File: src/rtl/can_bt_pkg.sv
`timescale 1ns/1ps
// Shared definitions for the CAN bit-timing sampler.
// Assumes: the mode field is one bit; majority is of exactly three reads.
package can_bt_pkg;

    typedef enum logic {
        SMP_SINGLE = 1'b0,
        SMP_TRIPLE = 1'b1
    } smp_mode_e;

    // Majority of three reads.
    function automatic logic maj3(input logic a, input logic b, input logic c);
        return (a & b) | (a & c) | (b & c);
    endfunction

endpackage

File: src/rtl/can_bt_cfg.sv
`timescale 1ns/1ps
// Setup-word register and decoder.
// Holds {mode, phase-2 code, phase-1 code}. It loads only while init is high,
// turns the codes into quantum lengths (code + 1) and flags unusable setups.
// Assumes: CNT_W is wide enough for the largest bit length.
module can_bt_cfg
    import can_bt_pkg::*;
#(
    parameter int PS1_W      = 4,
    parameter int PS2_W      = 3,
    parameter int PRESC_W    = 6,
    parameter int MIN_PRESC3 = 4,
    parameter int CNT_W      = 5,
    localparam int CFG_W     = 1 + PS2_W + PS1_W
) (
    input  logic             clk,
    input  logic             rst_n,
    input  logic             init_i,
    input  logic             we_i,
    input  logic [CFG_W-1:0] wdata_i,
    input  logic [PRESC_W-1:0] presc_i,
    output logic [CFG_W-1:0] cfg_o,
    output logic [CNT_W-1:0] ps1_len_o,
    output logic [CNT_W-1:0] ps2_len_o,
    output logic             triple_o,
    output logic             bad_o
);

    logic [CFG_W-1:0] cfg_q;
    logic [PS1_W-1:0] ps1_code;
    logic [PS2_W-1:0] ps2_code;
    smp_mode_e        mode;

    // Setup word: reset to zero, load only during initialization.
    always_ff @(posedge clk) begin
        if (!rst_n)
            cfg_q <= '0;
        else if (init_i && we_i)
            cfg_q <= wdata_i;
    end

    // Field split and length decode.
    always_comb begin
        ps1_code  = cfg_q[PS1_W-1:0];
        ps2_code  = cfg_q[CFG_W-2:PS1_W];
        mode      = smp_mode_e'(cfg_q[CFG_W-1]);
        triple_o  = (mode == SMP_TRIPLE);
        ps1_len_o = CNT_W'(ps1_code) + CNT_W'(1);
        ps2_len_o = CNT_W'(ps2_code) + CNT_W'(1);
    end

    // Validity: zero codes, or triple mode with too small a prescale.
    always_comb begin
        bad_o = (ps1_code == '0) || (ps2_code == '0) ||
                (triple_o && (presc_i < PRESC_W'(MIN_PRESC3)));
    end

    assign cfg_o = cfg_q;

    // setup word cannot move outside initialization.
    p_frozen_cfg_r2: assert property (@(posedge clk) disable iff (!rst_n)
        !init_i |=> $stable(cfg_q));

endmodule

File: src/rtl/can_bt_timer.sv
`timescale 1ns/1ps
// Quantum counter for one nominal bit.
// Index 0 is the synchronization segment, 1..L1 is phase 1 and
// L1+1..L1+L2 is phase 2. It marks the read window before the sample point.
// Assumes: lengths are stable while hold_i is low.
module can_bt_timer #(
    parameter int CNT_W = 5
) (
    input  logic             clk,
    input  logic             rst_n,
    input  logic             hold_i,
    input  logic             tq_en_i,
    input  logic [CNT_W-1:0] ps1_len_i,
    input  logic [CNT_W-1:0] ps2_len_i,
    input  logic             triple_i,
    output logic             bit_stb_o,
    output logic             tap_o,
    output logic             final_o
);

    localparam logic [CNT_W-1:0] EXTRA = CNT_W'(2);

    logic [CNT_W-1:0] q;
    logic [CNT_W-1:0] ps1_eff;
    logic [CNT_W-1:0] last_q;
    logic [CNT_W-1:0] win_lo;
    logic             live;

    // Effective phase-1 end, last index and read-window start.
    always_comb begin
        ps1_eff = ps1_len_i + (triple_i ? EXTRA : '0);
        last_q  = ps1_eff + ps2_len_i;
        win_lo  = triple_i ? (ps1_eff - EXTRA) : ps1_eff;
        live    = tq_en_i && !hold_i;
        tap_o   = live && (q >= win_lo) && (q <= ps1_eff);
        final_o = live && (q == ps1_eff);
    end

    // Quantum index: cleared on hold, wraps after the last quantum.
    always_ff @(posedge clk) begin
        if (!rst_n || hold_i)
            q <= '0;
        else if (tq_en_i)
            q <= (q == last_q) ? '0 : q + CNT_W'(1);
    end

    // Bit-start strobe, one clock after the sync quantum.
    always_ff @(posedge clk) begin
        if (!rst_n)
            bit_stb_o <= 1'b0;
        else
            bit_stb_o <= live && (q == '0);
    end

    // index never passes the last quantum of the bit.
    p_index_range_r5: assert property (@(posedge clk) disable iff (!rst_n)
        q <= last_q);

    // no quantum, no movement.
    p_idle_frozen_r10: assert property (@(posedge clk) disable iff (!rst_n)
        (!tq_en_i && !hold_i) |=> $stable(q));

    // a held cycle starts no bit.
    p_held_quiet_r9: assert property (@(posedge clk) disable iff (!rst_n)
        hold_i |=> !bit_stb_o);

endmodule

File: src/rtl/can_bt_vote.sv
`timescale 1ns/1ps
// Bus reader. It keeps the reads taken in the window, then produces the bit
// at the sample point: the current read in single mode, the majority of the
// last three in triple mode.
// Assumes: final_i is only high on a cycle that also has tap_i high.
module can_bt_vote
    import can_bt_pkg::*;
#(
    parameter int HIST = 2
) (
    input  logic clk,
    input  logic rst_n,
    input  logic tap_i,
    input  logic final_i,
    input  logic triple_i,
    input  logic rx_i,
    output logic bit_o,
    output logic stb_o
);

    logic [HIST-1:0] hist;

    // Read history: a shift register moved on each window quantum.
    for (genvar i = 0; i < HIST; i++) begin : g_hist
        if (i == 0) begin : g_head
            always_ff @(posedge clk) begin
                if (!rst_n)
                    hist[0] <= 1'b0;
                else if (tap_i)
                    hist[0] <= rx_i;
            end
        end else begin : g_tail
            always_ff @(posedge clk) begin
                if (!rst_n)
                    hist[i] <= 1'b0;
                else if (tap_i)
                    hist[i] <= hist[i-1];
            end
        end
    end

    // Bit value and strobe at the sample point.
    always_ff @(posedge clk) begin
        if (!rst_n) begin
            bit_o <= 1'b0;
            stb_o <= 1'b0;
        end else begin
            stb_o <= final_i;
            if (final_i)
                bit_o <= triple_i ? maj3(hist[1], hist[0], rx_i) : rx_i;
        end
    end

    // single mode takes the line value at the sample point.
    p_single_take_r7: assert property (@(posedge clk) disable iff (!rst_n)
        (final_i && !triple_i) |=> (stb_o && bit_o == $past(rx_i)));

    // three reads that agree give that value.
    p_triple_agree_r8: assert property (@(posedge clk) disable iff (!rst_n)
        (final_i && triple_i && hist[1] == rx_i && hist[0] == rx_i) |=> (bit_o == $past(rx_i)));

endmodule

File: src/rtl/can_bit_sampler.sv
`timescale 1ns/1ps
// CAN nominal bit timing and bus sampler, top level.
// Ties the setup register, the quantum counter and the bus reader together.
// The timer is held while initialization is on or the setup is invalid.
// Assumes: tq_en is a one-cycle pulse from an external prescaler.
module can_bit_sampler #(
    parameter int PS1_W      = 4,
    parameter int PS2_W      = 3,
    parameter int PRESC_W    = 6,
    parameter int MIN_PRESC3 = 4,
    localparam int CFG_W     = 1 + PS2_W + PS1_W,
    localparam int MAX_BIT   = 1 + (1 << PS1_W) + 2 + (1 << PS2_W),
    localparam int CNT_W     = $clog2(MAX_BIT + 1)
) (
    input  logic               clk,
    input  logic               rst_n,
    input  logic               sw_init,
    input  logic               cfg_we,
    input  logic [CFG_W-1:0]   cfg_wdata,
    input  logic [PRESC_W-1:0] presc,
    input  logic               tq_en,
    input  logic               rx_in,
    output logic [CFG_W-1:0]   cfg_rd,
    output logic               sample_stb,
    output logic               rx_bit,
    output logic               bit_start,
    output logic               cfg_bad
);

    logic [CNT_W-1:0] ps1_len;
    logic [CNT_W-1:0] ps2_len;
    logic             triple;
    logic             hold;
    logic             tap;
    logic             final_tap;

    can_bt_cfg #(
        .PS1_W(PS1_W), .PS2_W(PS2_W), .PRESC_W(PRESC_W),
        .MIN_PRESC3(MIN_PRESC3), .CNT_W(CNT_W)
    ) u_cfg (
        .clk(clk), .rst_n(rst_n), .init_i(sw_init), .we_i(cfg_we),
        .wdata_i(cfg_wdata), .presc_i(presc), .cfg_o(cfg_rd),
        .ps1_len_o(ps1_len), .ps2_len_o(ps2_len), .triple_o(triple),
        .bad_o(cfg_bad)
    );

    // Hold the timer during initialization or with an unusable setup.
    assign hold = sw_init || cfg_bad;

    can_bt_timer #(.CNT_W(CNT_W)) u_timer (
        .clk(clk), .rst_n(rst_n), .hold_i(hold), .tq_en_i(tq_en),
        .ps1_len_i(ps1_len), .ps2_len_i(ps2_len), .triple_i(triple),
        .bit_stb_o(bit_start), .tap_o(tap), .final_o(final_tap)
    );

    can_bt_vote #(.HIST(2)) u_vote (
        .clk(clk), .rst_n(rst_n), .tap_i(tap), .final_i(final_tap),
        .triple_i(triple), .rx_i(rx_in), .bit_o(rx_bit), .stb_o(sample_stb)
    );

    // the two strobes never share a cycle.
    p_strobe_excl_r6: assert property (@(posedge clk) disable iff (!rst_n)
        $onehot0({bit_start, sample_stb}));

    // no sample follows a held cycle.
    p_held_nosample_r9: assert property (@(posedge clk) disable iff (!rst_n)
        hold |=> !sample_stb);

endmodule

File: config.mk
export PLATFORM = sky130hd
export DESIGN_NAME = can_bit_sampler
export DESIGN_NICKNAME = d
export VERILOG_FILES = /design/src/rtl/can_bt_pkg.sv /design/src/rtl/can_bt_cfg.sv /design/src/rtl/can_bt_timer.sv /design/src/rtl/can_bt_vote.sv /design/src/rtl/can_bit_sampler.sv
export SDC_FILE = /design/constraint.sdc
export NUM_CORES = 1
export LEC_CHECK = 0
export ABC_CLOCK_PERIOD_IN_PS = 2900
export CAP_MARGIN = 20
export CORE_MARGIN = 2
export CORE_UTILIZATION = 50
export DETAILED_ROUTE_END_ITERATION = 12
export HOLD_SLACK_MARGIN = 0.15
export PLACE_DENSITY = 0.83
export SYNTH_ARGS = -nofsm -noshare
export SYNTH_HDL_FRONTEND = slang
export SYNTH_SLANG_ARGS = --single-unit
File: constraint.sdc
create_clock -name clk -period 2.9 [get_ports clk]
set_input_delay 0.58 -clock clk [delete_from_list [all_inputs] [get_ports clk]]
set_output_delay 0.58 -clock clk [all_outputs]
set_load 0.02 [all_outputs]
After elaboration in Yosys (flattened, before gate mapping) --
Cells that the tools add are included.
Operators by class: add/subtract/negate cells 6, $lt $le $gt $ge 3, eq/ne operators 2, multiplexer cells 4, bitwise operators 5, reductions and logical operators 16
Operator list (count):
- 5-bit == test | 2
- 5-bit 2-to-1 mux | 2
- 1-bit logical AND | 7
- 6-bit by 3-bit less-than comparator with 1-bit output (second input constant) | 1
- 4-bit by 1-bit adder with 5-bit output (second input constant) | 1
- 5-bit by 1-bit adder with 5-bit output (second input constant) | 1
- 5-bit by 4-bit adder with 5-bit output | 1
- 5-bit adder | 1
- 5-bit >= comparator | 1
- 5-bit <= comparator | 1
- 5-bit zero test | 1
- 5-bit by 2-bit subtractor with 5-bit output (second input constant) | 1
- 3-bit by 1-bit adder with 4-bit output (second input constant) | 1
- 4-bit zero test | 1
- 1-bit logical OR | 4
- 1-bit bitwise AND | 3
- 3-bit zero test | 1
- 1-bit zero test | 2
- 2-bit 2-to-1 mux | 1
- 1-bit bitwise OR | 2
- 1-bit 2-to-1 mux | 1
Word-level totals: register bits after elaboration 18, input bits 20, output and inout bits 12, logic and storage cells 43

Logic depth before layout (Yosys ltp) --
Gate-level depths: netlist of run 1.
depth after elaboration 8, gate-level depth with buffers 11

By module --
A second synthesis of run 1 with hierarchy kept.
Unflattened totals: cell total of the unflattened synthesis 169, area, all modules 1503.9 sq um
Modules (own cells, without submodules):
- can_bt_timer | times used 1, cells an instance 95, area each 828.3 sq um, sequential area each 120.1 sq um
- can_bt_cfg | times used 1, cells an instance 58, area each 519.2 sq um, sequential area each 160.2 sq um
- can_bt_vote | times used 1, cells an instance 15, area each 150.1 sq um, sequential area each 80.1 sq um
- can_bit_sampler | times used 1, cells an instance 1, area each 6.3 sq um, sequential area each 0.0 sq um

Least setup slack after synthesis of run 1 --
No wires, ideal clock.
path kind reg-to-reg, start point register u_cfg.cfg_q[0], in the netlist u_cfg.cfg_o[0], end point register u_timer.q[4], library setup time 120 ps, data arrival time 2746 ps, data required time 2780 ps, slack 33 ps, stages on the path, launching flop included 12, path buffers 0, path through dfxtp_1 > inv_1 > fa_1 > xor2_1 > inv_1 > ha_1 > a21oi_1 > a21boi_0 > a2111o_1 > o22a_4 > nand4_1 > nand3_1
Between the ends: longest elaborated chain between the ends 5
Ends and longest elaborated chain:
- start: declaration | RTL line can_bt_cfg.sv:29 | logic [CFG_W-1:0] cfg_q;
- start signal: assignment | RTL line can_bt_cfg.sv:39 | cfg_q <= wdata_i;
- 4-bit by 1-bit adder with 5-bit output or 4-bit zero test (tied branches) | RTL line can_bt_cfg.sv:48, can_bt_cfg.sv:54
- 5-bit adder or 1-bit logical OR (tied branches) | RTL line can_bt_timer.sv:31, can_bt_cfg.sv:54
- 5-bit by 4-bit adder with 5-bit output or 1-bit logical OR (tied branches) | RTL line can_bt_timer.sv:32, can_bt_cfg.sv:54
- 5-bit == test or 1-bit logical OR (tied branches) | RTL line can_bt_timer.sv:44, can_bit_sampler.sv:48
- 5-bit 2-to-1 mux or 1-bit logical OR (tied branches) | RTL line can_bt_timer.sv:44, can_bt_timer.sv:41
- end signal: assignment | RTL line can_bt_timer.sv:44 | q <= (q == last_q) ? '0 : q + CNT_W'(1);
- end: declaration | RTL line can_bt_timer.sv:23 | logic [CNT_W-1:0] q;
Parallel ways exist; a longest one is shown, timed or not. A chain may end at the register's enable or synchronous reset.

Worst setup path after layout of run 1 --
start point register u_cfg.cfg_q[0], in the netlist u_cfg.cfg_o[0], end point register u_vote.hist[1]
Between the ends: longest elaborated chain between the ends 8
Ends and longest elaborated chain:
- branches (longest 7 deep; another with 4-bit by 1-bit adder with 5-bit output)
- 1-bit logical AND (*) | RTL line can_bt_timer.sv:35 | tap_o = live && (q >= win_lo) && (q <= ps1_eff);
- end signal: indexed assignment | RTL line can_bt_vote.sv:37 | hist[i] <= hist[i-1];
- end: declaration | RTL line can_bt_vote.sv:21 | logic [HIST-1:0] hist;
Mark *: on every way between the ends.

==> metrics, run 1 <==
global route overflow 0; CTS tree done; synth unique cells 45; Buf+Inv Stages, Crit Path 1; row cnt 19; Placed Cells approximately 230; initial DRC count 69; H-tree depth 1; Hold WS around 0.46 ns; final setup violation count 0; syn avg cell area 8.40 um2; Initial Util 0.519; min Tclk post-route 2.80 ns; dpl hpwl around 2.7 mm; worst vdd ir between 0.2 and 0.3 mV; post-synthesis mux area share 0.00794; DRC violations left 0; via count between 1000 and 1500; commonest non-fill, non-tap cell in the layout clkdlybuf4s50_1; Initial DRT Pass Iterations 4; crit-path max cell delay between 0.5 and 0.6 ns; CTS Buf Count 3; top cells by area, synth dfxtp_1, ha_1, nand3_1, a21oi_1, nand2_1; drt wl/cell about 15 um; largest net degree at the start of global routing 15; DRT met1 WL 1.46 mm; fmax about 360 MHz; Worst setup SP type flip-flop; Tightest Pin Transition around 0.42 ns; Cells after Synth ~170; critical path class flip-flop to flip-flop; Tot Pwr approximately 600 uW; pwr/cell area between 300 and 400 nW/um2; post-route ant nets 0; final worst-path cycle share 0.967; Synth Cell Area around 1400 um2; CORE AREA between 2000 and 3000 um2; CP max FO 3; Chip Width between 50 and 60 um; post_cts resized 0; leading area contributor after synthesis dfxtp_1; Die Y roughly 57 um; RSZ-0062 raised after global routing no; fin. max-slew vios 0; post-synthesis share of cell area spent on xor and xnor gates 0.0494; CP Data Arrival Time around 3.0 ns; post-CTS setup buffer count 0; Warnings, synthesis 0; CP required 3.10 ns; WL met2 roughly 1.9 mm; Yosys reg bits 18; Top delay family on crit path simple AND/OR/NAND/NOR gates; register area share after synthesis 0.254; io pins 32; clk slew on worst S/H paths roughly 0.12 ns; Slew headroom 0.719; die area between 3000 and 4000 um2; Max Cap Viol 0; fin cells ~230; Synth top area share 0.254; outcome complete, no violations; Post-Synth Simple-Gate Area 0.265; routability cong. about 0.8; Antenna diodes 0; first-pass GRT wire length around 5.7 mm; CP Capture Type flip-flop; number of global-route vias before repair approximately 1300; skew final roughly 0.012 ns; I/O Buffers 29; DR WL met3 roughly 190 um; endpoints failing hold 0; layout cells sized above 1 0.109; Via density between 5 and 6; Post-Syn Nets 208; Area growth syn-to-layout 28.2%; Filler cells ~250; leakage power about 0.00075 uW; Hold Path Class flip-flop to flip-flop; clock buffer depth 2; largest family of logic cells by synthesized area simple AND/OR/NAND/NOR gates; clk sinks 18; Clk Latency, worst-skew pair between 0.3 and 0.4 ns; Layout Nets 242; most frequent cells in the layout clkdlybuf4s50_1, nand3_1, ha_1, dfxtp_1; compound-gate portion of the synthesized area 0.186; setup TNS 0 ns; initial antenna violation count 0; GRT Overall Usage 0.222; clock root cell clkbuf_4; final WL roughly 3.6 mm; Post-Synth Adder-Cell Area 0.178; CP cell instances inv_1 > fa_2 > nand3b_2 > ha_1 > and3_1 > o21ai_0 > a31oi_1 > or4b_1 > o21ai_1 > a21oi_1; Post-CTS Hold Fix Bufs 0; top sig layer met4; slowest CP cell or4b_1
-- worst register-to-register path: cells and delay by family, from the launching register on --
kind / cells / cell delay, ns
AOI/OAI and AO/OA: 4 / 0.52
adders and majority gates: 2 / 0.74
buffers and inverters: 1 / 0.10
DFF: 1 / 0.34
and+or+nand+nor: 3 / 0.99
-- registers in the layout, summed over array words and instances (netlist names) --
signal	count
u_cfg.cfg_o	8
u_timer.q	5
u_vote.hist	2
u_timer.bit_stb_o	1
u_vote.bit_o	1
u_vote.stb_o	1
-- synthesized netlist by cell type, drive strengths merged --
cell type,count
clkbuf,4
nor3b,2
o21a,1
nand2b,4
buf,3
and4,1
nor3,3
inv,13
a21boi,3
o21ai,4
o211ai,2
ha,17
dfxtp,18
a211o,1
a2111o,1
nand4bb,1
a32oi,1
xor2,4
nor2,2
a31oi,1
o22a,1
a21oi,16
fa,2
or4,1
or3,1
o2111ai,1
and3b,2
and3,2
xnor2,4
a21o,5
mux2,1
nand2,14
nand3b,5
nor4b,1
or4b,1
nand4,3
nand3,20
nor2b,3
-- layout make-up --
cell class / instances / area [um2] / share of cell area
multi-input combinational: 131 / 988 / 0.543
sequential: 18 / 362 / 0.199
timing repair buffer: 36 / 345 / 0.190
inverter: 13 / 48.8 / 0.0268
tap: 31 / 38.8 / 0.0213
clock buffer: 4 / 36.3 / 0.0199
-- path summary, 6_finish.rpt --
path,startpoint,end,slack (ns),cells past startpoint
worst max-delay path,u_cfg.cfg_o[0],u_vote.hist[1],0.1,10
worst min-delay path,u_vote.bit_o,u_vote.bit_o,0.46,2
worst max register to register,u_cfg.cfg_o[0],u_vote.hist[1],0.1,10
worst min register to register,u_vote.bit_o,u_vote.bit_o,0.46,2
-- where the power goes --
group	internal, uW	leakage (uW)	total [uW]	switching (uW)
Combinational	88.5	0.000581	176	87.4
Sequential	253	0.000146	260	6.99
Clock	76.9	0.0000210	164	87.3
-- through the flow --
stage          utilization  setup WS [ns]  area (um2)
2_1_floorplan            -         0.0333        1420
3_3_place_gp         0.643         0.0538        1760
3_5_place_dp         0.643         0.0231        1760
4_1_cts              0.656         0.0192        1790
5_1_grt              0.665         0.0236        1820
6_report             0.665         0.0951        1820
-- kinds of logic (layout without fill, tap and decap cells) --
group	count (synthesis)	after routing
compound gates	37	37
xor+xnor	8	8
fa+ha+maj	19	19
buf+inv	20	53
flops	18	18
mux	1	1
simple gates	66	66
-- layer usage --
layer  up-vias  track usage
li1        670            -
met1       643        0.264
met2        46        0.399
met3         9       0.0385
met4         0       0.0831
met5         -            0
Power figures use the tool's default switching activity.
==> inputs of run 2 (changes only) <==
--- a/config.mk
+++ b/config.mk
@@ -9,6 +9,7 @@
 export CAP_MARGIN = 20
 export CORE_MARGIN = 2
 export CORE_UTILIZATION = 50
+export CTS_CLUSTER_DIAMETER = 150
 export DETAILED_ROUTE_END_ITERATION = 12
 export HOLD_SLACK_MARGIN = 0.15
 export PLACE_DENSITY = 0.83
==> results of run 2 <==
Same layout as run 1: the final DEF is identical, and so are final timing and power.
==> inputs of run 3 (changes only) <==
--- a/config.mk
+++ b/config.mk
@@ -7,7 +7,7 @@
 export LEC_CHECK = 0
 export ABC_CLOCK_PERIOD_IN_PS = 2900
 export CAP_MARGIN = 20
-export CORE_MARGIN = 2
+export CORE_MARGIN = 4
 export CORE_UTILIZATION = 50
 export CTS_CLUSTER_DIAMETER = 150
 export DETAILED_ROUTE_END_ITERATION = 12
==> run 3 against run 2 <==
Maximum frequency rose by 2.5%. Critical endpoint is now u_vote.hist[0]. Setup slack improved by 0.069 ns. Count of clock-buffer cells in the layout did not move. First-iteration DRC count rose by 22%. Highest routed layer unchanged. Clock power barely moved. Sequential share of layout area fell by 0.15 points. Worst hold slack improved by 0.021 ns. Largest power group unchanged. Die area rose by 14%. Largest cell class unchanged.
==> metrics, run 3 (synthesized netlist as in run 1, its figures left out) <==
outcome complete, no violations (unchanged); largest net degree at the start of global routing 15 (unchanged); H-tree depth 1 (unchanged); pre-CTS WS -0.00100 ns (was 0.0231 ns); fin. max-slew vios 0 (unchanged); pwr/cell area 326 nW/um2 (was 330 nW/um2); Hold Path Class flip-flop to flip-flop (unchanged); final worst-path cycle share 0.943 (was 0.967); Slew headroom 0.738 (was 0.719); CTS Buf Count 3 (unchanged); final setup violation count 0 (unchanged); Initial DRT Pass Iterations 4 (unchanged); Layout Nets 243 (was 242); most frequent cells in the layout clkdlybuf4s50_1, nand3_1, dfxtp_1 (was clkdlybuf4s50_1, nand3_1, ha_1, dfxtp_1); critical path class flip-flop to flip-flop (unchanged); final WL 3.41 mm (was 3.58 mm); drt wl/cell 14.6 um (was 15.4 um); worst vdd ir 0.402 mV (was 0.260 mV); Setup crit end u_vote.hist[0] (was u_vote.hist[1]); PnR worst setup slack 0.164 ns (was 0.0951 ns); via count 1304 (was 1368); GRT Overall Usage 0.201 (was 0.222); die area 3750 um2 (was 3280 um2); global route overflow 0 (unchanged); clock network fraction of design power 0.273 (was 0.274); clk sinks 18 (unchanged); Worst setup SP type flip-flop (unchanged); post-route ant nets 0 (unchanged); commonest non-fill, non-tap cell in the layout clkdlybuf4s50_1 (unchanged); Chip Width 61.3 um (was 57.3 um); clk slew on worst S/H paths 0.11 ns (was 0.12 ns); setup slack, reg-to-reg 0.16 ns (was 0.1 ns); first-pass GRT wire length 5.57 mm (was 5.72 mm); clock buffer depth 2 (unchanged); CP required 3.09 ns (was 3.10 ns); Comb pwr share 0.291 (was 0.293); Antenna diodes 0 (unchanged); Tot Pwr 595 uW (was 600 uW); CP Data Arrival Time 2.92 ns (was 3.00 ns); P_int 418 uW (about the same); CORE AREA 2730 um2 (unchanged); min Tclk post-route 2.74 ns (was 2.80 ns); met1 usage 0.231 (was 0.264); Reg2Reg Depth 11 (was 10); RSZ-0062 raised after global routing no (unchanged); post-CTS setup buffer count 0 (unchanged); dpl hpwl 2.67 mm (was 2.71 mm); layout cells sized above 1 0.103 (was 0.109); initial DRC count 84 (was 69); Die Y 61.3 um (was 57.3 um); Tightest Pin Transition 0.393 ns (was 0.421 ns); Final Core Density 0.668 (was 0.665); skew final 0.00192 ns (was 0.0122 ns); DRC violations left 0 (unchanged); number of global-route vias before repair 1273 (was 1301); CP Capture Type flip-flop (unchanged); routability cong. 0.868 (was 0.786); io pins 32 (unchanged); initial antenna violation count 0 (unchanged); worst r2r src u_cfg.cfg_o[1] (was u_cfg.cfg_o[0]); endpoints failing hold 0 (unchanged); CP max FO 3 (unchanged); grt met3 use 0.0503 (was 0.0385); Max Cap Viol 0 (unchanged); Clk Latency, worst-skew pair 0.30 ns (was 0.31 ns); global routing usage on met2 0.370 (was 0.399); reg2reg end u_vote.hist[0] (was u_vote.hist[1]); Switching Fraction 0.298 (was 0.303); Via density 5.57 (was 5.87); Placed Cells 229 (was 228); fin cells 234 (was 233); Initial Util 0.519 (unchanged); CTS tree done (unchanged); sequential share of power 0.436 (was 0.433); max reg flops 8 (unchanged); Area growth syn-to-layout 28.7% (was 28.2%); busiest grt layer met2 (unchanged); fmax 366 MHz (was 357 MHz); crit path from u_cfg.cfg_o[1] (was u_cfg.cfg_o[0]); leakage power 0.000765 uW (was 0.000749 uW); P_sw 177 uW (was 182 uW); I/O Buffers 29 (unchanged); clock root cell clkbuf_4 (unchanged); row cnt 19 (unchanged)
-- run 3: cell types whose count changed in the layout (fill, tap and decap cells not counted), sizes merged --
cell,previous run,this run
dlymetal6s2s,1,0
dlygate4sd2,0,1
buf,6,7
-- run 3: layout make-up --
type / count / area [um2]
well taps: 31 / 38.8
multi-input cells: 131 / 993
inverters: 13 / 48.8
repair buffers: 37 / 349
clock buffers: 4 / 36.3
fillers: 208 / 907
flip-flops and latches: 18 / 360
-- run 3: how the worst min path moves through the flow --
| stage | slack [ns] | depth (start not counted) | endpoint | start |
|---|---|---|---|---|
| 6_report | 0.48 | 2 | u_vote.bit_o | u_vote.bit_o |
| 5_1_grt | 0.50 | 2 | u_vote.bit_o | u_vote.bit_o |
| 4_1_cts | 0.48 | 2 | u_vote.bit_o | u_vote.bit_o |
| 3_5_place_dp | 0.46 | 2 | u_vote.bit_o | u_vote.bit_o |
| 3_3_place_gp | 0.44 | 2 | u_vote.bit_o | u_vote.bit_o |
| 2_1_floorplan | 0.46 | 2 | u_vote.hist[1] | u_vote.hist[0] |
-- run 3: what timing repair did --
item | CTS | global route
gates resized for setup | 1 | 3
endpoints found under the setup margin | 1 | 7
pin swaps | 0 | 1
gates cloned | 0 | 0
hold buffers | 0 | 0
-- run 3: per-stage QoR --
step	hold slack (ns)	cell area (um2)	setup TNS (ns)
3_5_place_dp	0.459	1770	-0.00100
3_3_place_gp	0.438	1770	0
2_1_floorplan	0.455	1420	0
4_1_cts	0.483	1800	0
5_1_grt	0.501	1830	0
6_report	0.480	1830	0
-- run 3: routing by layer --
metal	wire, um	part of all wire	vias up
met5	0	0	-
met4	31	0.0091	0
met3	183	0.054	4
met2	1700	0.50	32
met1	1500	0.44	595
li1	-	-	673
-- run 3: critical path: stages, from the launching register on --
cell and delay, ns:
dfxtp_1 0.36, inv_1 0.09, fa_2 0.42, xor2_2 0.17, buf_4 0.16, ha_1 0.26, and3_1 0.15, and3_1 0.20
a31oi_1 0.07, or4b_1 0.52, o21ai_1 0.15, a21oi_1 0.08
-- run 3: power groups by stage --
stage	clock, uW	sequential (uW)	combinational (uW)
2_1_floorplan	0	270	103
3_3_place_gp	0	264	164
3_5_place_dp	0	264	173
4_1_cts	165	259	173
5_1_grt	177	261	192
6_report	162	259	173
